### config.mk
export PLATFORM = sky130hd
export DESIGN_NAME = dtmf_tone_gen
export DESIGN_NICKNAME = d
export VERILOG_FILES = /design/src/rtl/dtmf_pkg.sv /design/src/rtl/dtmf_sine_lut.sv /design/src/rtl/dtmf_tone_path.sv /design/src/rtl/dtmf_out_stage.sv /design/src/rtl/dtmf_tone_gen.sv
export SDC_FILE = /design/constraint.sdc
export NUM_CORES = 1
export LEC_CHECK = 0
export BUFFER_PORTS_ARGS = -buffer_cell sky130_fd_sc_hd__buf_2
export CAP_MARGIN = 30
export CORE_UTILIZATION = 45
export CTS_CLUSTER_DIAMETER = 60
export DETAILED_ROUTE_END_ITERATION = 10
export GPL_TIMING_DRIVEN = 0
export PLACE_DENSITY = 0.66
export SYNTH_ARGS = -nofsm -noshare
export SYNTH_HDL_FRONTEND = slang
export SYNTH_SLANG_ARGS = --single-unit
### constraint.sdc
create_clock -name clk -period 4.8 [get_ports clk]
set_input_delay 0.24 -clock clk [delete_from_list [all_inputs] [get_ports clk]]
set_output_delay 0.24 -clock clk [all_outputs]
set_load 0.01 [all_outputs]
### src/rtl/dtmf_pkg.sv
package dtmf_pkg;

    localparam int PHASE_W   = 16;
    localparam int IDX_W     = 6;
    localparam int LO_W      = 6;
    localparam int HI_W      = 7;
    localparam int PCM_W     = 16;
    localparam int PAD_LSB   = 7;
    localparam int LO_PEAK   = 31;
    localparam int HI_PEAK   = 39;
    localparam int QTR_W     = IDX_W - 1;

    // quarter-wave magnitude, k = 0..16 covers 0..pi/2 in steps of pi/32
    function automatic logic [5:0] lo_quarter(input logic [QTR_W-1:0] k);
        case (k)
            5'd0:  lo_quarter = 6'd0;
            5'd1:  lo_quarter = 6'd3;
            5'd2:  lo_quarter = 6'd6;
            5'd3:  lo_quarter = 6'd9;
            5'd4:  lo_quarter = 6'd12;
            5'd5:  lo_quarter = 6'd15;
            5'd6:  lo_quarter = 6'd17;
            5'd7:  lo_quarter = 6'd20;
            5'd8:  lo_quarter = 6'd22;
            5'd9:  lo_quarter = 6'd24;
            5'd10: lo_quarter = 6'd26;
            5'd11: lo_quarter = 6'd27;
            5'd12: lo_quarter = 6'd29;
            5'd13: lo_quarter = 6'd30;
            5'd14: lo_quarter = 6'd30;
            5'd15: lo_quarter = 6'd31;
            5'd16: lo_quarter = 6'd31;
            default: lo_quarter = 6'd0;
        endcase
    endfunction

    function automatic logic [5:0] hi_quarter(input logic [QTR_W-1:0] k);
        case (k)
            5'd0:  hi_quarter = 6'd0;
            5'd1:  hi_quarter = 6'd4;
            5'd2:  hi_quarter = 6'd8;
            5'd3:  hi_quarter = 6'd11;
            5'd4:  hi_quarter = 6'd15;
            5'd5:  hi_quarter = 6'd18;
            5'd6:  hi_quarter = 6'd22;
            5'd7:  hi_quarter = 6'd25;
            5'd8:  hi_quarter = 6'd28;
            5'd9:  hi_quarter = 6'd30;
            5'd10: hi_quarter = 6'd32;
            5'd11: hi_quarter = 6'd34;
            5'd12: hi_quarter = 6'd36;
            5'd13: hi_quarter = 6'd37;
            5'd14: hi_quarter = 6'd38;
            5'd15: hi_quarter = 6'd39;
            5'd16: hi_quarter = 6'd39;
            default: hi_quarter = 6'd0;
        endcase
    endfunction

endpackage

### src/rtl/dtmf_sine_lut.sv
module dtmf_sine_lut
    import dtmf_pkg::*;
#(
    parameter int SAMP_W   = LO_W,
    parameter bit HIGH_GRP = 1'b0
) (
    input  logic [IDX_W-1:0]         idx,
    output logic signed [SAMP_W-1:0] sample
);
    localparam int SUB_W = IDX_W - 2;
    localparam int HALF  = 2 ** SUB_W;

    logic [1:0]       quad;
    logic [SUB_W-1:0] sub;
    logic [QTR_W-1:0] k;
    logic [5:0]       mag;

    assign quad = idx[IDX_W-1 -: 2];
    assign sub  = idx[SUB_W-1:0];

    // mirror on odd quadrants, negate on the second half-wave
    assign k = quad[0] ? QTR_W'(HALF - int'(sub)) : QTR_W'(sub);

    generate
        if (HIGH_GRP) begin : g_high
            assign mag = hi_quarter(k);
        end else begin : g_low
            assign mag = lo_quarter(k);
        end
    endgenerate

    assign sample = quad[1] ? -$signed(SAMP_W'(mag)) : $signed(SAMP_W'(mag));

endmodule

### src/rtl/dtmf_tone_path.sv
module dtmf_tone_path
    import dtmf_pkg::*;
#(
    parameter int PH_W     = PHASE_W,
    parameter int SAMP_W   = LO_W,
    parameter bit HIGH_GRP = 1'b0
) (
    input  logic                     clk,
    input  logic                     rst,
    input  logic                     code_we,
    input  logic [PH_W-1:0]          code_in,
    input  logic                     stb,
    output logic signed [SAMP_W-1:0] sample
);
    typedef struct packed {
        logic [PH_W-1:0] step;
        logic [PH_W-1:0] phase;
    } tone_state_t;

    tone_state_t st_d, st_q;
    logic signed [SAMP_W-1:0] lut_val;
    logic idle;

    assign idle = (st_q.step == '0);

    dtmf_sine_lut #(
        .SAMP_W   (SAMP_W),
        .HIGH_GRP (HIGH_GRP)
    ) u_lut (
        .idx    (st_q.phase[PH_W-1 -: IDX_W]),
        .sample (lut_val)
    );

    assign sample = idle ? '0 : lut_val;

    always_comb begin
        st_d = st_q;
        if (code_we) begin
            st_d.step = code_in;
        end
        if (stb) begin
            st_d.phase = idle ? '0 : st_q.phase + st_q.step;
        end
    end

    always_ff @(posedge clk) begin
        if (rst) begin
            st_q <= '0;
        end else begin
            st_q <= st_d;
        end
    end

endmodule

### src/rtl/dtmf_out_stage.sv
module dtmf_out_stage #(
    parameter int N_OUT = 4,
    parameter int PCM_W = 16
) (
    input  logic                     clk,
    input  logic                     rst,
    input  logic                     stb,
    input  logic [N_OUT-1:0]         lane_en,
    input  logic signed [PCM_W-1:0]  mix,
    output logic [N_OUT*PCM_W-1:0]   lanes
);
    typedef struct packed {
        logic [N_OUT*PCM_W-1:0] lanes;
    } out_state_t;

    out_state_t st_d, st_q;
    logic [N_OUT*PCM_W-1:0] gated;

    generate
        for (genvar i = 0; i < N_OUT; i++) begin : g_lane
            assign gated[i*PCM_W +: PCM_W] = lane_en[i] ? mix : '0;
        end
    endgenerate

    always_comb begin
        st_d = st_q;
        if (stb) begin
            st_d.lanes = gated;
        end
    end

    always_ff @(posedge clk) begin
        if (rst) begin
            st_q <= '0;
        end else begin
            st_q <= st_d;
        end
    end

    assign lanes = st_q.lanes;

endmodule

### src/rtl/dtmf_tone_gen.sv
module dtmf_tone_gen
    import dtmf_pkg::*;
#(
    parameter int N_OUT = 4,
    parameter int PH_W  = PHASE_W,
    parameter int OUT_W = PCM_W
) (
    input  logic                   clk,
    input  logic                   rst,
    input  logic                   wr_en,
    input  logic                   wr_sel,
    input  logic [PH_W-1:0]        wr_data,
    input  logic                   sample_stb,
    input  logic [N_OUT-1:0]       port_en,
    output logic [N_OUT*OUT_W-1:0] pcm_out
);
    logic signed [LO_W-1:0]  lo_s;
    logic signed [HI_W-1:0]  hi_s;
    logic signed [OUT_W-1:0] lo_wide, hi_wide, mix;

    dtmf_tone_path #(
        .PH_W     (PH_W),
        .SAMP_W   (LO_W),
        .HIGH_GRP (1'b0)
    ) u_low (
        .clk     (clk),
        .rst     (rst),
        .code_we (wr_en & ~wr_sel),
        .code_in (wr_data),
        .stb     (sample_stb),
        .sample  (lo_s)
    );

    dtmf_tone_path #(
        .PH_W     (PH_W),
        .SAMP_W   (HI_W),
        .HIGH_GRP (1'b1)
    ) u_high (
        .clk     (clk),
        .rst     (rst),
        .code_we (wr_en & wr_sel),
        .code_in (wr_data),
        .stb     (sample_stb),
        .sample  (hi_s)
    );

    // widen by sign extension, then append zero LSBs
    assign lo_wide = OUT_W'(lo_s) <<< PAD_LSB;
    assign hi_wide = OUT_W'(hi_s) <<< PAD_LSB;
    assign mix     = lo_wide + hi_wide;

    dtmf_out_stage #(
        .N_OUT (N_OUT),
        .PCM_W (OUT_W)
    ) u_out (
        .clk     (clk),
        .rst     (rst),
        .stb     (sample_stb),
        .lane_en (port_en),
        .mix     (mix),
        .lanes   (pcm_out)
    );

endmodule

Yosys cells after proc, flatten, opt, wreduce, memory -nomap -nowiden
Memory sizes are Yosys's and may differ from the RTL's.
Cells that the tools add are included.
- order comparisons: 0
- equality and inequality tests: 0
- add/sub/neg operators: 7
- multiplexer cells: 12
- div/mod/pow operators: 0
- bitwise operators: 3
- $mul: 0
- shift-type cells: 0
- reduce and logical (&&, ||, !) cells: 2
- operators with widths (operator ; number):
    16-bit 2-to-1 mux ; 6
    16-bit adder ; 2
    16-bit logical NOT ; 2
    13-bit by 14-bit adder with 15-bit output ; 1
    7-bit 2-to-1 mux ; 2
    6-bit 2-to-1 mux ; 2
    5-bit 2-to-1 mux ; 2
    5-bit by 4-bit subtractor with 5-bit output, first input constant ; 2
    6-bit negator with 7-bit output ; 1
    6-bit negator ; 1
    1-bit AND ; 2
    1-bit NOT ; 1
- input port bits: 25
- RAM bits: 0
- bits in read-only memories: 352
- output and inout bits: 64
- word-level logic and storage cells: 31
- register bits after elaboration: 128
- memories kept: 2
- bits in latches: 0
- memories (memory ; depth ; width ; rd ports ; clocked after Yosys merged registers in ; wr ports ; line ; text):
    (name not given) ; 32 ; 6 ; 1 ; 0 ; 0 ; dtmf_pkg.sv:38 ; case (k)
    (name not given) ; 32 ; 5 ; 1 ; 0 ; 0 ; dtmf_pkg.sv:15 ; case (k)

Longest topological paths before layout
Gate-level depths: netlist (run 1).
An unclocked memory read counts as a cell.
- word-level depth: 8
- mapped depth: 22
- mapped depth without buffers: 22

By module
From an unflattened synthesis (run 1), not the netlist that was laid out.
- cells, all modules: 915
- area, all modules: 7906.3 um2
- modules (own cells, without submodules) (module ; sequential area each (um2) ; cells an instance ; times used ; area each (um2)):
    dtmf_out_stage ; 1281.2 ; 253 ; 1 ; 2367.3
    dtmf_tone_path at u_low ; 640.6 ; 225 ; 1 ; 1961.9
    dtmf_tone_path at u_high ; 640.6 ; 214 ; 1 ; 1909.3
    dtmf_sine_lut at u_low.u_lut ; 0.0 ; 100 ; 1 ; 755.7
    dtmf_sine_lut at u_high.u_lut ; 0.0 ; 83 ; 1 ; 615.6
    dtmf_tone_gen ; 0.0 ; 40 ; 1 ; 296.5

Worst setup path after synthesis (run 1)
No wires, ideal clock.
- path type: reg-to-reg
- from: register u_high.st_q[10] (netlist name)
- to: register u_out.st_q (netlist bit u_out.lanes[13])
- library setup time: 134 ps
- data required time: 4666 ps
- path buffers: 0
- period minus slack after synthesis: 4368 ps
- stages on the path, launching flop included: 22
- arrival time: 4234 ps
- path slack: 432 ps
- cells stage by stage: dfxtp_1 inv_1 ha_1 mux2i_1 inv_1 ha_1 or2_2 a21boi_0 o21ai_0 a31oi_1 inv_1 ha_1 mux2i_1 or2_2 fa_1 inv_1 a21oi_1 o21bai_1 a21o_1 a21oi_1 xor2_1 o32ai_1
- word-level cells in the longest chain between the ends: 8
- RTL lines (item ; line ; text):
    start, declared ; dtmf_tone_path.sv:20 ; tone_state_t st_d, st_q;
    start signal, assigned ; dtmf_tone_path.sv:50 ; st_q <= st_d;
    5-bit by 4-bit subtractor with 5-bit output ; dtmf_sine_lut.sv:22 ; assign k = quad[0] ? QTR_W'(HALF - int'(sub)) : QTR_W'(sub);
    5-bit 2-to-1 mux * ; dtmf_sine_lut.sv:22 ;
    memory read 32 x 6 bit * ; -- ;
    6-bit negator with 7-bit output ; dtmf_sine_lut.sv:32 ; assign sample = quad[1] ? -$signed(SAMP_W'(mag)) : $signed(SAMP_W'(mag));
    7-bit 2-to-1 mux * ; dtmf_sine_lut.sv:32 ;
    7-bit 2-to-1 mux * ; dtmf_tone_path.sv:34 ; assign sample = idle ? '0 : lut_val;
    13-bit by 14-bit adder with 15-bit output * ; dtmf_tone_gen.sv:50 ; assign mix = lo_wide + hi_wide;
    16-bit 2-to-1 mux * ; dtmf_out_stage.sv:21 ; assign gated[i*PCM_W +: PCM_W] = lane_en[i] ? mix : '0;
    end signal, assigned ; dtmf_out_stage.sv:36 ; st_q <= st_d;
    end, declared ; dtmf_out_stage.sv:16 ; out_state_t st_d, st_q;
Every way passes the cells marked *; elsewhere a longest branch is shown, timed or not.
A chain may end at the register's enable or synchronous reset.

Worst setup path after layout (run 1)
- from: register u_high.st_q[11] (netlist name)
- to: register u_out.st_q (netlist bit u_out.lanes[13])
The elaborated chain is that of the path after synthesis.

==> results of run 1 <==
## cells by family after synthesis
group,count (synthesis),synth area share
AND/OR/NAND/NOR,308,0.233
AO/OA/AOI/OAI,217,0.219
buffers and inverters,102,0.0771
flip-flops,96,0.287
adder cells (fa/ha/maj),56,0.108
XOR/XNOR,38,0.0536
multiplexers,14,0.0213
other,1,0.000560
## cell usage in the layout (no fill, tap or decap), types with 4 or more instances in the layout
cell type	Yosys	layout
clkbuf_16	0	9
nand2b_1	48	48
conb_1	1	28
a31o_2	4	4
o21bai_1	6	5
o21ai_0	22	22
ha_1	53	52
a211oi_1	5	5
xnor2_1	23	23
and2_1	6	6
nor2_1	43	43
clkbuf_1	30	31
or2_2	5	5
inv_1	30	30
nand3_1	39	39
buf_4	34	37
nor3b_1	7	7
o32ai_1	9	9
xor2_1	13	11
buf_2	5	64
nand2_1	96	96
nor2b_1	12	12
a22o_1	7	7
dfxtp_1	96	93
a21oi_1	95	92
and3_1	5	5
a31oi_1	6	6
a211o_1	5	5
a21o_1	11	11
o21a_1	7	7
nor4_1	11	11
mux2i_1	12	11
nor3_1	13	13
nand3b_1	6	6
o311ai_0	4	4
## repair_timing
item,CTS,global route
setup endpoints to repair,22,24
resized for setup,5,15
pin swaps,2,4
setup buffers,1,2
endpoints found under the hold margin,0,0
## per-stage QoR
stage | setup TNS (ps) | setup WS (ps) | utilization | hold slack (ps) | cell area (um^2)
2_1_floorplan | 0 | 432 | - | 376 | 6800
3_3_place_gp | -4160 | -323 | 0.504 | 447 | 7330
3_5_place_dp | -4080 | -316 | 0.504 | 457 | 7330
4_1_cts | 0 | 19.3 | 0.527 | 138 | 7660
5_1_grt | -2.95 | -2.95 | 0.532 | 147 | 7730
6_report | 0 | 354 | 0.532 | 147 | 7730
## sequential cells by signal, indices dropped and copies added, names as in the netlist
signal       flops
u_out.lanes     32
u_high.st_q     32
u_low.st_q      32
## worst paths after layout
| check | to | slack [ps] | cells after the start |
|---|---|---|---|
| max | u_out.lanes[13]$_SDFFE_PP0P_ | 350 | 22 |
| min | u_low.st_q[17]$_SDFFE_PP0P_ | 150 | 3 |
| max reg2reg | u_out.lanes[13]$_SDFFE_PP0P_ | 350 | 22 |
| min reg2reg | u_high.st_q[6]$_SDFFE_PP0P_ | 470 | 2 |
## final cells by class
cell class	count	area, um^2
multi-input cells	661	4420
plain buffers	72	414
well taps	184	230
repair buffers	63	323
flip-flops and latches	96	1930
inverters	30	113
clock inverters	6	67.6
clock buffers	10	229
fillers	1464	6810
## power breakdown
group	internal [mW]	switching, mW
Combinational	0.198	0.287
Sequential	0.833	0.0354
Clock	0.406	0.318
Total	1.44	0.640
## critical path, stage by stage, from the launching register on
cell	delay (ps)
dfxtp_4	380
buf_8	150
inv_1	80
ha_4	250
mux2i_4	200
inv_1	110
ha_1	310
or2_2	280
a21boi_1	120
o21ai_0	90
a31oi_1	240
inv_1	100
ha_1	280
mux2i_1	70
or2_2	300
fa_1	440
inv_1	80
a21oi_1	80
o21bai_2	200
a21o_1	160
a21oi_2	70
xor2_2	210
o32ai_1	120
## metal layers
layer / wire length, um / part of all wire / vias to the layer above / GRT usage
met5: 0 / 0 / - / 0
met2: 7600 / 0.46 / 104 / 0.353
met3: 504 / 0.031 / 17 / 0.0316
li1: - / - / 3105 / -
met4: 277 / 0.017 / 0 / 0.0707
met1: 8080 / 0.49 / 2781 / 0.310
==> out/summary.txt, run 1 <==
Run status: completed
Syn avg cell area: 8.05 um^2
First-pass GRT wire length: 26,800 um
Yosys top cell by area: dfxtp_1
Routed wire length: 16,500 um
Final Hold Fails: 0
Arr. time, crit path: 4650 ps
Sink Count: 96
Antenna Diode Count: 0
Synth top area cells: dfxtp_1, ha_1, a21oi_1, nand2_1, nand2b_1
Die Y: 124 um
Count of flip-flops with a built-in enable after synthesis: 0
Minimum clock period: 4450 ps
Commonest cells in the netlist: dfxtp_1, nand2_1, a21oi_1, ha_1, nand2b_1
CTS Buf Count: 9
Worst Hold Launch: wr_data[1]
Worst-Margin Slew: 711 ps
CP max FO: 9
Synth Instances: 832
DRT Pass-1 Iters: 5
Die ar.: 15,400 um^2
Most used DFF post-synth: dfxtp_1
Post-CTS Hold Fix Bufs: 0
Final Non-Filler Cells: 1,122
Vias in the first global route: 5,424
Die Width: 124 um
Vias per cell: 5.35
Top cell type's share of synthesized area: 0.287
Starting DRT DRC Count: 346
Synth Warn #: 0
Row count: 44
Critical Path RT: 5010 ps
Clk_lat worst skew: 350 ps
Worst hold path type: in -> reg
Routed WL per cell: 14.7 um
Slew margin rel.: 0.520
Setup-failing EPs final: 0
CP endpoint kind: flip-flop
Synthesized cell area: 6700 um^2
Grt total ovfl: 0
Via count: 6,007
Root Driver: clkbuf_16
Initial Util: 0.461
Largest net degree at the start of global routing: 17
Final cycle utilization of the critical path: 0.926
Synth Register Bits: 96
Clock buffer depth: 2
Skew final: 13.1 ps
Final #Nets: 1,014
Core area: 14,500 um^2
Placed cells: 1,103
H-Tree Level Count: 3
VDD IR max: 0.164 mV
Total power: 2.08 mW
Final slew viol count: 0
Post-DP HPWL: 12,600 um
Worst-path clk slew: 70 ps
Synth cell types: 73
Static leakage: 3.43 nW
Critical path origin: u_high.st_q[11]$_SDFFE_PP0P_
PortBufs: 60
Layout cells sized above 1: 0.162
Post-synth ARST share: 0
Reg2reg start: u_high.st_q[11]$_SDFFE_PP0P_
Initial antenna violation count: 0
# IOs: 89
Post-route ant nets: 0
Gr usage total: 0.223
Worst Setup Start Kind: flip-flop
Area delta synth->final: 15.3%
Final GP Congestion: 0.886
P per Cell Area: 269 nW/um^2
CTS tree: done
Seq/Total Area, Yosys: 0.287
Achievable frequency: 225 MHz
Final routed DRC violation total: 0
Setup CP Type: reg -> reg
Number of max-cap violations: 0
(Power assumes the default switching activity.)
==> run 2, diff against run 1 <==
- PLACE_DENSITY: 0.66 -> 0.76
- RECOVER_POWER: not set -> 25
==> out/summary.txt, run 2 (synthesis gave the netlist of run 1 again) <==
R2R cell count: 22 (unchanged)
P per Cell Area: 270 nW/um^2 (was 269 nW/um^2)
Arr. time, crit path: 4730 ps (was 4650 ps)
CP endpoint kind: flip-flop (unchanged)
Total power: 2.07 mW (was 2.08 mW)
Static leakage: 3.28 nW (was 3.43 nW)
Vias per cell: 5.49 (was 5.35)
# IOs: 89 (unchanged)
Grt total ovfl: 0 (unchanged)
Root Driver: clkbuf_16 (unchanged)
Hold depth: 3 (unchanged)
Gr usage total: 0.223 (about the same)
Worst Hold End: u_high.st_q[21]$_SDFFE_PP0P_ (was u_low.st_q[17]$_SDFFE_PP0P_)
Worst Hold Launch: wr_data[5] (was wr_data[1])
Critical Path Max Stage Delay: 430 ps (was 440 ps)
Clk_lat worst skew: 340 ps (was 350 ps)
PortBufs: 60 (unchanged)
Reg2reg end: u_out.lanes[45]$_SDFFE_PP0P_ (was u_out.lanes[13]$_SDFFE_PP0P_)
Reg2reg start: u_high.st_q[11]$_SDFFE_PP0P_ (unchanged)
First-pass GRT wire length: 27,000 um (was 26,800 um)
Final GP Congestion: 0.885 (was 0.886)
Post-route cell area: 7670 um^2 (was 7730 um^2)
Routed wire length: 16,700 um (was 16,500 um)
Row count: 44 (unchanged)
CTS tree: done (unchanged)
Area delta synth->final: 14.5% (was 15.3%)
Worst hold path type: in -> reg (unchanged)
Die ar.: 15,400 um^2 (unchanged)
Die Y: 124 um (unchanged)
Worst Setup Start Kind: flip-flop (unchanged)
Die Width: 124 um (unchanged)
Worst R2R Setup Slack: 270 ps (was 350 ps)
VDD IR max: 0.241 mV (was 0.164 mV)
Critical Path RT: 5000 ps (was 5010 ps)
Worst-path clk slew: 70 ps (about the same)
Minimum clock period: 4530 ps (was 4450 ps)
Post-CTS Hold Fix Bufs: 0 (unchanged)
Core area: 14,500 um^2 (unchanged)
Skew final: 7.84 ps (was 13.1 ps)
Commonest non-fill, non-tap cell in the layout: nand2_1 (unchanged)
Crit-path cells: buf_6 > inv_1 > ha_2 > mux2i_4 > inv_1 > ha_1 > or2_2 > a21boi_0 > o21ai_0 > a31oi_2 > inv_1 > ha_1 > mux2i_1 > or2_2 > fa_1 > inv_1 > a21oi_1 > o21bai_2 > a21o_1 > a21oi_1 > xor2_1 > o32ai_1 (was buf_8 > inv_1 > ha_4 > mux2i_4 > inv_1 > ha_1 > or2_2 > a21boi_1 > o21ai_0 > a31oi_1 > inv_1 > ha_1 > mux2i_1 > or2_2 > fa_1 > inv_1 > a21oi_1 > o21bai_2 > a21o_1 > a21oi_2 > xor2_2 > o32ai_1)
Worst-Margin Slew: 669 ps (was 711 ps)
Final cycle utilization of the critical path: 0.943 (was 0.926)
Top Family by Delay on Critical Path: adder cells (unchanged)
Layout cells sized above 1: 0.125 (was 0.162)
WHS: 152 ps (was 147 ps)
CTS Buf Count: 9 (unchanged)
Via count: 6,156 (was 6,007)
Setup slack at placement: -298 ps (was -316 ps)
Area after DPL: 7330 um^2 (unchanged)
Achievable frequency: 221 MHz (was 225 MHz)
Setup CP Type: reg -> reg (unchanged)
Critical path buffer and inverter count: 5 (unchanged)
Post-DP HPWL: 12,600 um (about the same)
Setup-failing EPs final: 0 (unchanged)
Largest net degree at the start of global routing: 15 (was 17)
DRT Pass-1 Iters: 5 (unchanged)
Initial antenna violation count: 0 (unchanged)
Final core occ: 0.528 (was 0.532)
Starting DRT DRC Count: 349 (was 346)
CP max stage cell: fa_1 (unchanged)
Slew margin rel.: 0.548 (was 0.520)
Final Hold Fails: 0 (unchanged)
Top cell by count, worst path: inv_1 (unchanged)
Antenna Diode Count: 0 (unchanged)
Commonest non-fill, non-tap cells in the layout: nand2_1, dfxtp_1, a21oi_1 (unchanged)
Vias in the first global route: 5,613 (was 5,424)
Final #Nets: 1,014 (unchanged)
Final slew viol count: 0 (unchanged)
Initial Util: 0.461 (unchanged)
Clock buffer depth: 2 (unchanged)
Post-route ant nets: 0 (unchanged)
Final routed DRC violation total: 0 (unchanged)
Run status: completed (unchanged)
Routed WL per cell: 14.9 um (was 14.7 um)
Number of max-cap violations: 0 (unchanged)
Fill cells: 1,453 (was 1,464)
Worst setup margin: 275 ps (was 354 ps)
CP max FO: 9 (unchanged)
Sink Count: 96 (unchanged)
H-Tree Level Count: 3 (unchanged)
## run 2: worst max-delay path by stage
stage / startpoint / end / slack, ps / cells past startpoint
2_1_floorplan: u_high.st_q[10]$_SDFFE_PP0P_ / u_out.lanes[13]$_SDFFE_PP0P_ / 430 / 21
3_3_place_gp: u_high.st_q[10]$_SDFFE_PP0P_ / u_out.lanes[29]$_SDFFE_PP0P_ / -290 / 21
3_5_place_dp: u_high.st_q[10]$_SDFFE_PP0P_ / u_out.lanes[31]$_SDFFE_PP0P_ / -300 / 21
4_1_cts: u_high.st_q[11]$_SDFFE_PP0P_ / u_out.lanes[13]$_SDFFE_PP0P_ / 60 / 22
5_1_grt: u_high.st_q[11]$_SDFFE_PP0P_ / u_out.lanes[15]$_SDFFE_PP0P_ / -60 / 22
6_report: u_high.st_q[11]$_SDFFE_PP0P_ / u_out.lanes[45]$_SDFFE_PP0P_ / 270 / 22
## run 2: repair_timing
action / in CTS / in global routing
pin swaps: 3 / 5
cloned: 0 / 0
buffers inserted: 0 / 3
resized for setup: 8 / 9
setup endpoints to repair: 21 / 23
endpoints found under the hold margin: 0 / 0
## run 2: cell type report
cell class,instances,area (um^2),share of cell area
multi-input cells,661,4420,0.576
flip-flops and latches,96,1930,0.252
plain buffers,72,410,0.0535
repair buffers,63,282,0.0367
clock buffers,12,246,0.0321
well taps,184,230,0.0300
inverters,30,113,0.0147
clock inverters,3,42.5,0.00554
## run 2: stage by stage
| stage | instances | TNS [ps] |
|---|---|---|
| 2_1_floorplan | 859 | 0 |
| 3_3_place_gp | 1103 | -3590 |
| 3_5_place_dp | 1103 | -3850 |
| 4_1_cts | 1118 | 0 |
| 5_1_grt | 1121 | -189 |
| 6_report | 1121 | 0 |
## run 2: layer usage
layer | share of wire | GRT usage | wire (um) | vias up
met5 | 0 | 0 | 0 | -
met2 | 0.48 | 0.371 | 7990 | 149
met4 | 0.020 | 0.0737 | 338 | 0
met3 | 0.042 | 0.0307 | 706 | 31
met1 | 0.46 | 0.297 | 7690 | 2881
li1 | - | - | - | 3095
## run 2: power by group
group / switching (mW) / total (mW) / internal [mW]
Sequential: 0.0366 / 0.871 / 0.834
Combinational: 0.291 / 0.487 / 0.196
Clock: 0.297 / 0.712 / 0.415
Total: 0.625 / 2.07 / 1.44
## run 2: worst register-to-register path, stage by stage (launching register included)
cell and delay, ps:
dfxtp_2 380, buf_6 170, inv_1 80, ha_2 320, mux2i_4 170, inv_1 100, ha_1 300, or2_2 270
a21boi_0 160, o21ai_0 120, a31oi_2 200, inv_1 90, ha_1 290, mux2i_1 90, or2_2 300, fa_1 430
inv_1 80, a21oi_1 70, o21bai_2 130, a21o_1 130, a21oi_1 80, xor2_1 280, o32ai_1 140
